## config.mk

```make
export PLATFORM = sky130hd
export DESIGN_NAME = hcap_window
export DESIGN_NICKNAME = d
export VERILOG_FILES = /design/src/rtl/hcap_pkg.sv /design/src/rtl/hcap_sync.sv /design/src/rtl/hcap_edge.sv /design/src/rtl/hcap_window.sv
export SDC_FILE = /design/constraint.sdc
export NUM_CORES = 1
export LEC_CHECK = 0
export ABC_CLOCK_PERIOD_IN_PS = 4340
export CELL_PAD_IN_SITES_DETAIL_PLACEMENT = 1
export CELL_PAD_IN_SITES_GLOBAL_PLACEMENT = 1
export CORE_UTILIZATION = 35
export DETAILED_ROUTE_END_ITERATION = 12
export GPL_TIMING_DRIVEN = 1
export PLACE_DENSITY_LB_ADDON = 0.1
export SLEW_MARGIN = 25
export SYNTH_ARGS = -nofsm -noshare
export SYNTH_HDL_FRONTEND = slang
export SYNTH_SLANG_ARGS = --single-unit
```

## constraint.sdc

```tcl
create_clock -name clk -period 4.34 [get_ports clk]
set_input_delay 0.868 -clock clk [delete_from_list [all_inputs] [get_ports clk]]
set_output_delay 0.868 -clock clk [all_outputs]
set_load 0.1 [all_outputs]
```

## src/rtl/hcap_pkg.sv

```systemverilog
package hcap_pkg;
    typedef enum logic [1:0] {
        ST_IDLE,
        ST_WAIT,
        ST_ACTIVE,
        ST_TAIL
    } hcap_state_e;
endpackage

```

## src/rtl/hcap_sync.sv

```systemverilog
module hcap_sync #(
    parameter int W      = 2,
    parameter int STAGES = 2
) (
    input  logic         clk,
    input  logic         rst_n,
    input  logic [W-1:0] d,
    output logic [W-1:0] q
);
    logic [W-1:0] stg [STAGES];

    always_ff @(posedge clk) begin
        if (!rst_n) begin
            for (int i = 0; i < STAGES; i++) stg[i] <= '0;
        end else begin
            stg[0] <= d;
            for (int i = 1; i < STAGES; i++) stg[i] <= stg[i-1];
        end
    end

    assign q = stg[STAGES-1];
endmodule

```

## src/rtl/hcap_edge.sv

```systemverilog
module hcap_edge (
    input  logic clk,
    input  logic rst_n,
    input  logic lvl,
    output logic rise,
    output logic fall
);
    logic prev_q;

    always_ff @(posedge clk) begin
        if (!rst_n) prev_q <= 1'b0;
        else        prev_q <= lvl;
    end

    assign rise = lvl & ~prev_q;
    assign fall = ~lvl & prev_q;
endmodule

```

## src/rtl/hcap_window.sv

```systemverilog
module hcap_window
    import hcap_pkg::*;
#(
    parameter int START_DLY = 9,
    parameter int TAIL_DLY  = 9,
    parameter int COL_W     = 11,
    parameter int LINE_W    = 10
) (
    input  logic              clk,
    input  logic              rst_n,
    input  logic              dot_en,
    input  logic              hsync_in,
    input  logic              vsync_in,
    input  logic              vid_in,
    input  logic              scan_mode,
    output logic              pix_valid,
    output logic              pix_data,
    output logic [COL_W-1:0]  pix_col,
    output logic [LINE_W-1:0] line_idx,
    output logic              pix_dim
);
    localparam int MAX_DLY = (START_DLY > TAIL_DLY) ? START_DLY : TAIL_DLY;
    localparam int CNT_W   = $clog2(MAX_DLY + 1);
    localparam logic [CNT_W-1:0] START_LAST = CNT_W'(START_DLY - 1);
    localparam logic [CNT_W-1:0] TAIL_LAST  = CNT_W'(TAIL_DLY - 1);

    logic [1:0] sync_q;
    logic       hs_rise, hs_fall, vs_lvl;

    hcap_sync #(.W(2), .STAGES(2)) u_sync (
        .clk   (clk),
        .rst_n (rst_n),
        .d     ({vsync_in, hsync_in}),
        .q     (sync_q)
    );

    hcap_edge u_hs_edge (
        .clk   (clk),
        .rst_n (rst_n),
        .lvl   (sync_q[0]),
        .rise  (hs_rise),
        .fall  (hs_fall)
    );

    assign vs_lvl = sync_q[1];

    hcap_state_e       state_q, state_d;
    logic [CNT_W-1:0]  cnt_q, cnt_d;
    logic              take, line_done;
    logic [COL_W-1:0]  col_q;
    logic [LINE_W-1:0] line_q;

    // next-state logic
    always_comb begin
        state_d   = state_q;
        cnt_d     = cnt_q;
        take      = 1'b0;
        line_done = 1'b0;
        if (hs_fall) begin
            state_d = ST_WAIT;
            cnt_d   = '0;
        end else begin
            unique case (state_q)
                ST_IDLE: begin
                    state_d = ST_IDLE;
                end
                ST_WAIT: begin
                    if (hs_rise) begin
                        state_d = ST_IDLE;
                        cnt_d   = '0;
                    end else if (dot_en) begin
                        if (cnt_q == START_LAST) begin
                            state_d = ST_ACTIVE;
                            cnt_d   = '0;
                        end else begin
                            cnt_d = cnt_q + 1'b1;
                        end
                    end
                end
                ST_ACTIVE: begin
                    if (hs_rise) begin
                        state_d = ST_TAIL;
                        cnt_d   = '0;
                    end else if (dot_en) begin
                        take = 1'b1;
                    end
                end
                ST_TAIL: begin
                    if (dot_en) begin
                        take = 1'b1;
                        if (cnt_q == TAIL_LAST) begin
                            state_d   = ST_IDLE;
                            cnt_d     = '0;
                            line_done = 1'b1;
                        end else begin
                            cnt_d = cnt_q + 1'b1;
                        end
                    end
                end
                default: begin
                    state_d = ST_IDLE;
                    cnt_d   = '0;
                end
            endcase
        end
    end

    // state register
    always_ff @(posedge clk) begin
        if (!rst_n) begin
            state_q <= ST_IDLE;
            cnt_q   <= '0;
        end else begin
            state_q <= state_d;
            cnt_q   <= cnt_d;
        end
    end

    // outputs and position counters
    always_ff @(posedge clk) begin
        if (!rst_n) begin
            pix_valid <= 1'b0;
            pix_data  <= 1'b0;
            pix_col   <= '0;
            pix_dim   <= 1'b0;
            col_q     <= '0;
            line_q    <= '0;
        end else begin
            pix_valid <= take;
            if (take) begin
                pix_data <= vid_in;
                pix_col  <= col_q;
                pix_dim  <= scan_mode & line_q[0];
            end
            if (hs_fall)   col_q <= '0;
            else if (take) col_q <= col_q + 1'b1;
            if (vs_lvl)         line_q <= '0;
            else if (line_done) line_q <= line_q + 1'b1;
        end
    end

    assign line_idx = line_q;

    AST_TICK_ONLY: assert property (@(posedge clk) disable iff (!rst_n)
        pix_valid |-> $past(dot_en));
    AST_WAIT_BOUND: assert property (@(posedge clk) disable iff (!rst_n)
        (state_q == ST_WAIT) |-> (cnt_q <= START_LAST));
    AST_TAIL_BOUND: assert property (@(posedge clk) disable iff (!rst_n)
        (state_q == ST_TAIL) |-> (cnt_q <= TAIL_LAST));
    AST_LINE_CLEAR: assert property (@(posedge clk) disable iff (!rst_n)
        vs_lvl |=> (line_idx == '0));
    AST_DIM_MODE: assert property (@(posedge clk) disable iff (!rst_n)
        (pix_valid && pix_dim) |-> $past(scan_mode));
endmodule

```

==> metrics.yaml, run 1 <==
core_mm2: 0.00596
yosys_warnings: 0
num-nets-final: 287
overflow: 0
worstHoldPathType: "reg2reg"
placed_area_mm2: 0.00251
cp_max_fo: 6
place_inst: 337
fmax_ghz: 0.358
wl_met3_um: 125
synth.distinct_cells: 44
instances_no_fill: 345
clock-sinks: 46
hold_depth: 1
syn_area_mm2: 0.00218
crit_type: "reg2out"
hold_path_startpoint: "u_sync.stg[0][0]$_SDFF_PN0_"
regToRegEndpoint: "pix_col[6]$_SDFFE_PN0P_"
critical-path-top-delay-family: "buffers and inverters"
syn_to_final_growth_pct: 19.7
synth_top_area_cell: "dfxtp_1"
cts-htree-levels: 2
ys_ff_latch: 46
syn_inst: 242
cp_cell_sequence: "clkdlybuf4s50_1"
ff2ff_path_depth: 6
clk_latency_ps: 300
io-pin-count: 31
rows: 28
clk_path_buf_depth: 2
grt_pass1_wl_um: 8310
vias: 1740
p_per_area_mw_per_mm2: 283
worstSetupEndpointType: "primary output"
place.port_buffers: 30
synth_top_area_share: 0.423
wl_met2_um: 2060
initial_core_util: 0.365
max-cap-violations: 0
cp-start-kind: "flip-flop"
antenna_found_initial: 0
wl_um: 4960
status: "complete, no violations"
timing.rr.start: "state_q[0]$_SDFFE_PN0P_"
drt-pass1-iter-count: 4
ys_async_sr_fraction: 0
finalSetupViolCount: 0
final_common_cell: "dfxtp_1"
cts.clk_slew.worst_paths_ps: 90
synth-seq-area-share: 0.423
gp_congestion: 0.729
ys.flop_type: "dfxtp_1"
rsz0062_at_grt: "no"
synth_area_per_cell_um2: 8.99
root_buffer: "clkbuf_8"
synth_edf_count: 0
rrSetupSlack_ps: 2130
slew_headroom: 0.353
cts_setup_buffers: 0
drtIter0Drc: 79
final_area_mm2: 0.00260
fp.dieW_um: 80.8
via_per_inst: 5.04
layout_common_cells: "46 x dfxtp_1, 32 x nor2_1, 30 x clkdlybuf4s50_1"
period_minus_slack_ps: 2800
worstPathRequired_ps: 3470
cts_inserted_buffers: 5
die_y_um: 80.8
diodes: 0
drc: 0
cts_tree: "built"
vdd_drop_max_v: 0.000118
crit_arrival_ps: 1930
postCtsHoldBufs: 0
dp_hpwl_um: 3610
finClkSkew_ps: 6.24
post_cts_resized: 0
crit_buf_inv: 1
crit_slowest_cell: "clkdlybuf4s50_1"
ant_nets: 0
wire_per_inst_um: 14.4
tns_ps: 0
top_layer: "met4"
grt_pass1_vias: 1693
ys_top_cells_by_area: "dfxtp_1 42%, ha_1 6.3%, nor2_1 5.5%"
grt_max_degree: 20
m1WireLength_um: 2690
worst_slew_pin_slew_ps: 968
cpPeakStageDelay_ps: 1180
p_leak_nw: 0.922
dieArea_mm2: 0.00654
post-route-period-util: 0.644
drive_gt1_frac: 0.0519
track_usage: 0.168
hold_violations: 0
synth_nets: 260
holdPathEnd: "u_sync.stg[0][2]$_SDFF_PN0_"
slew_viol_final: 0
[how the worst max path moves through the flow]
stage                              from                        to  slack [ps]  cells past startpoint
6_report       line_idx[0]$_SDFFE_PP0P_               line_idx[0]        1540                      1
2_1_floorplan  line_idx[0]$_SDFFE_PP0P_  line_idx[8]$_SDFFE_PP0P_        2170                      4
3_3_place_gp                     dot_en  line_idx[8]$_SDFFE_PP0P_        1550                      5
5_1_grt        line_idx[0]$_SDFFE_PP0P_               line_idx[0]        1450                      1
4_1_cts        line_idx[0]$_SDFFE_PP0P_               line_idx[0]        1500                      1
3_5_place_dp                     dot_en  line_idx[8]$_SDFFE_PP0P_        1480                      5
[per-layer routing]
metal	vias to the layer above	GRT usage
met5	-	0
met4	0	0.0643
met3	8	0.0337
met2	29	0.253
met1	799	0.235
li1	904	-
[synth_stat cells (6+ instances only)]
cell	number
a21oi_1	13
and2_1	6
dfxtp_1	46
ha_1	11
inv_1	11
mux2i_1	10
nand2_1	15
nand4_1	8
nor2_1	32
nor4_1	6
o21ai_0	7
xnor2_1	8
[metrics by stage]
stage / worst slack, ps / utilization / hold slack [ps] / total power [mW]
final: 1540 / 0.437 / 445 / 0.738
after floorplan: 2170 / - / 412 / 0.460
after detailed placement: 1480 / 0.421 / 424 / 0.473
after CTS: 1500 / 0.437 / 449 / 0.753
after global routing: 1450 / 0.437 / 473 / 0.775
after global placement: 1550 / 0.421 / 427 / 0.472
[final cells by class]
class,count,area [um^2]
timing repair buffer,30,300
fill,708,3350
multi-input combinational,174,1150
tap,75,93.8
clock buffer,6,82.6
sequential,46,921
clock inverter,2,12.5
inverter,12,45.0
[sequential cells by signal (all words and copies together) (netlist names)]
| register | flops |
|---|---|
| u_hs_edge.prev_q | 1 |
| pix_dim | 1 |
| cnt_q | 4 |
| pix_col | 11 |
| pix_data | 1 |
| pix_valid | 1 |
| state_q | 2 |
| col_q | 11 |
| u_sync.stg | 4 |
| line_idx | 10 |
[power by group]
group | switching, mW | internal, mW
combinational | 0.0213 | 0.0140
clock | 0.148 | 0.128
sequential | 0.00203 | 0.425
[kinds of logic (layout without fill, tap and decap cells)]
kind of cell / after synthesis / count (layout) / synth area share
compound gates: 42 / 42 / 0.124
xor+xnor: 13 / 13 / 0.0523
fa+ha+maj: 11 / 11 / 0.0633
buf+inv: 22 / 50 / 0.0489
flops: 46 / 46 / 0.423
mux: 11 / 11 / 0.0512
simple gates: 97 / 97 / 0.237
Power figures use the tool's default switching activity.
==> run 2, diff against run 1 <==
- ABC_CLOCK_PERIOD_IN_PS: 4340 -> 2610
- clock period: 4.34 -> 2.61 ns (I/O delays scaled with it)
==> metrics.yaml, run 2 (same netlist as run 1, synthesis figures left out) <==
status: "complete, no violations"
area.sequential_um2: 921  # unchanged
final_common_cell: "dfxtp_1"
grt_pass1_wl_um: 8040  # -3.2%
cp_max_fo: 14  # +8
hold_violations: 0  # unchanged
finClkSkew_ps: 6.09  # -0.151 ps
worstPathRequired_ps: 2800  # -670 ps
rrSetupSlack_ps: 360  # -1770 ps
fin_hold_ws_ps: 439  # -6.64 ps
hold_depth: 1  # unchanged
crit_arrival_ps: 2440  # +510 ps
initial_core_util: 0.365  # unchanged
dieArea_mm2: 0.00654  # unchanged
drc: 0  # unchanged
worstSetupEndpointType: "flip-flop"
grt_pass1_vias: 1674  # -1.1%
seq_power_share: 0.562  # -0.016
wl_met2_um: 2300  # +11%
clkPwrFrac: 0.388  # +0.014
place.port_buffers: 30  # unchanged
die_y_um: 80.8  # unchanged
diodes: 0  # unchanged
p_leak_nw: 0.999  # +8.3%
multi_input_area_mm2: 0.00115  # unchanged
postCtsHoldBufs: 0  # unchanged
drive_gt1_frac: 0.153  # +0.101
fmax_ghz: 0.445
root_buffer: "clkbuf_8"
cts_setup_buffers: 0  # unchanged
power.internal_mw: 0.976  # +72%
vdd_drop_max_v: 0.000187  # +58%
crit_type: "reg2reg"
drt-pass1-iter-count: 4  # unchanged
tns_ps: 0  # unchanged
rows: 28  # unchanged
core_mm2: 0.00596  # unchanged
cts-htree-levels: 2  # unchanged
clk_path_buf_depth: 2  # unchanged
nFillCells: 720  # +1.7%
cts.clk_slew.worst_paths_ps: 80  # about the same
cts_tree: "built"
overflow: 0  # unchanged
max-cap-violations: 0  # unchanged
fp.dieW_um: 80.8  # unchanged
p_per_area_mw_per_mm2: 489  # +73%
top_layer: "met4"
finalSetupViolCount: 0  # unchanged
layout_common_cells: "46 x dfxtp_1, 32 x nor2_1, 28 x buf_4"
clk_latency_ps: 300  # about the same
antenna_found_initial: 0  # unchanged
wl_um: 5080  # +2.5%
cp-start-kind: "flip-flop"
slew_headroom: 0.414  # +0.0608
syn_to_final_growth_pct: 18.7
post_cts_resized: 0  # unchanged
clock-sinks: 46  # unchanged
drtIter0Drc: 50  # -37%
power.total_mw: 1.26  # +71%
ant_nets: 0  # unchanged
gp_congestion: 0.734  # +0.67%
m1WireLength_um: 2600  # -3.5%
num-nets-final: 291  # +1.4%
wl_met3_um: 137  # +9.6%
vias: 1821  # +4.7%
sw_frac_of_total: 0.227  # -0.00434
pwr-share-comb: 0.050  # +0.002
rsz0062_at_grt: "no"
worst_slew_pin_slew_ps: 879  # -88.3 ps
slew_viol_final: 0  # unchanged
period_minus_slack_ps: 2250
worstHoldPathType: "reg2reg"
io-pin-count: 31  # unchanged
dp_hpwl_um: 3880  # +7.6%
grt_max_degree: 16  # -20%
post-route-period-util: 0.861
ff2ff_path_depth: 6  # unchanged
cts_inserted_buffers: 5  # unchanged
track_usage: 0.163  # -0.00501
netSwitchingPower_mw: 0.287  # +68%
wire_per_inst_um: 14.6  # +1.3%
via_per_inst: 5.22  # +3.5%
run 2: cell types whose count changed in the layout (fill, tap and decap cells not counted):
cell / delta
clkinv_4: +1
clkinvlp_4: -1
clkinv_2: -1
clkdlybuf4s50_1: -24
buf_4: +28
clkbuf_8: +1
run 2: cell type report:
type / count / share of cell area
inverters: 12 / 0.0174
flip-flops and latches: 46 / 0.356
multi-input cells: 174 / 0.445
clock inverters: 1 / 0.00339
repair buffers: 34 / 0.105
clock buffers: 7 / 0.0373
well taps: 75 / 0.0363
run 2: power by group through the flow:
stage | sequential (mW) | clock, mW | combinational (mW)
2_1_floorplan | 0.725 | 0 | 0.0392
3_3_place_gp | 0.726 | 0 | 0.0643
3_5_place_dp | 0.726 | 0 | 0.0644
4_1_cts | 0.710 | 0.508 | 0.0647
5_1_grt | 0.710 | 0.540 | 0.0698
6_report | 0.709 | 0.490 | 0.0633
run 2: critical path: stages (launching register included):
cell and delay, ps:
dfxtp_1 420, inv_1 90, ha_1 290, and2b_1 290
o21ai_2 720, mux2i_1 270, nor2_1 60
run 2: final timing paths:
path,start,end
max,state_q[0]$_SDFFE_PN0P_,pix_col[5]$_SDFFE_PN0P_
min,u_sync.stg[0][1]$_SDFF_PN0_,u_sync.stg[0][3]$_SDFF_PN0_
max reg2reg,state_q[0]$_SDFFE_PN0P_,pix_col[5]$_SDFFE_PN0P_
min reg2reg,u_sync.stg[0][1]$_SDFF_PN0_,u_sync.stg[0][3]$_SDFF_PN0_
run 2: through the flow:
| step | cells | utilization | setup slack [ps] | cell area, um^2 |
|---|---|---|---|---|
| final | 349 | 0.434 | 362 | 2580 |
| after global routing | 349 | 0.434 | 226 | 2580 |
| after CTS | 349 | 0.434 | 320 | 2580 |
| after detailed placement | 341 | 0.416 | 190 | 2480 |
| after global placement | 341 | 0.416 | 250 | 2480 |
| after floorplan | 242 | - | 438 | 2180 |
run 2: metal layers:
metal | vias to the layer above | GRT usage
met3 | 7 | 0.0371
met1 | 883 | 0.217
met4 | 0 | 0.0518
li1 | 908 | -
met5 | - | 0
met2 | 23 | 0.261
==> run 3, diff against run 2 <==
- SLEW_MARGIN: 25 -> default
==> results of run 3 <==
No change in the layout: final DEF, timing and power equal those of run 2.
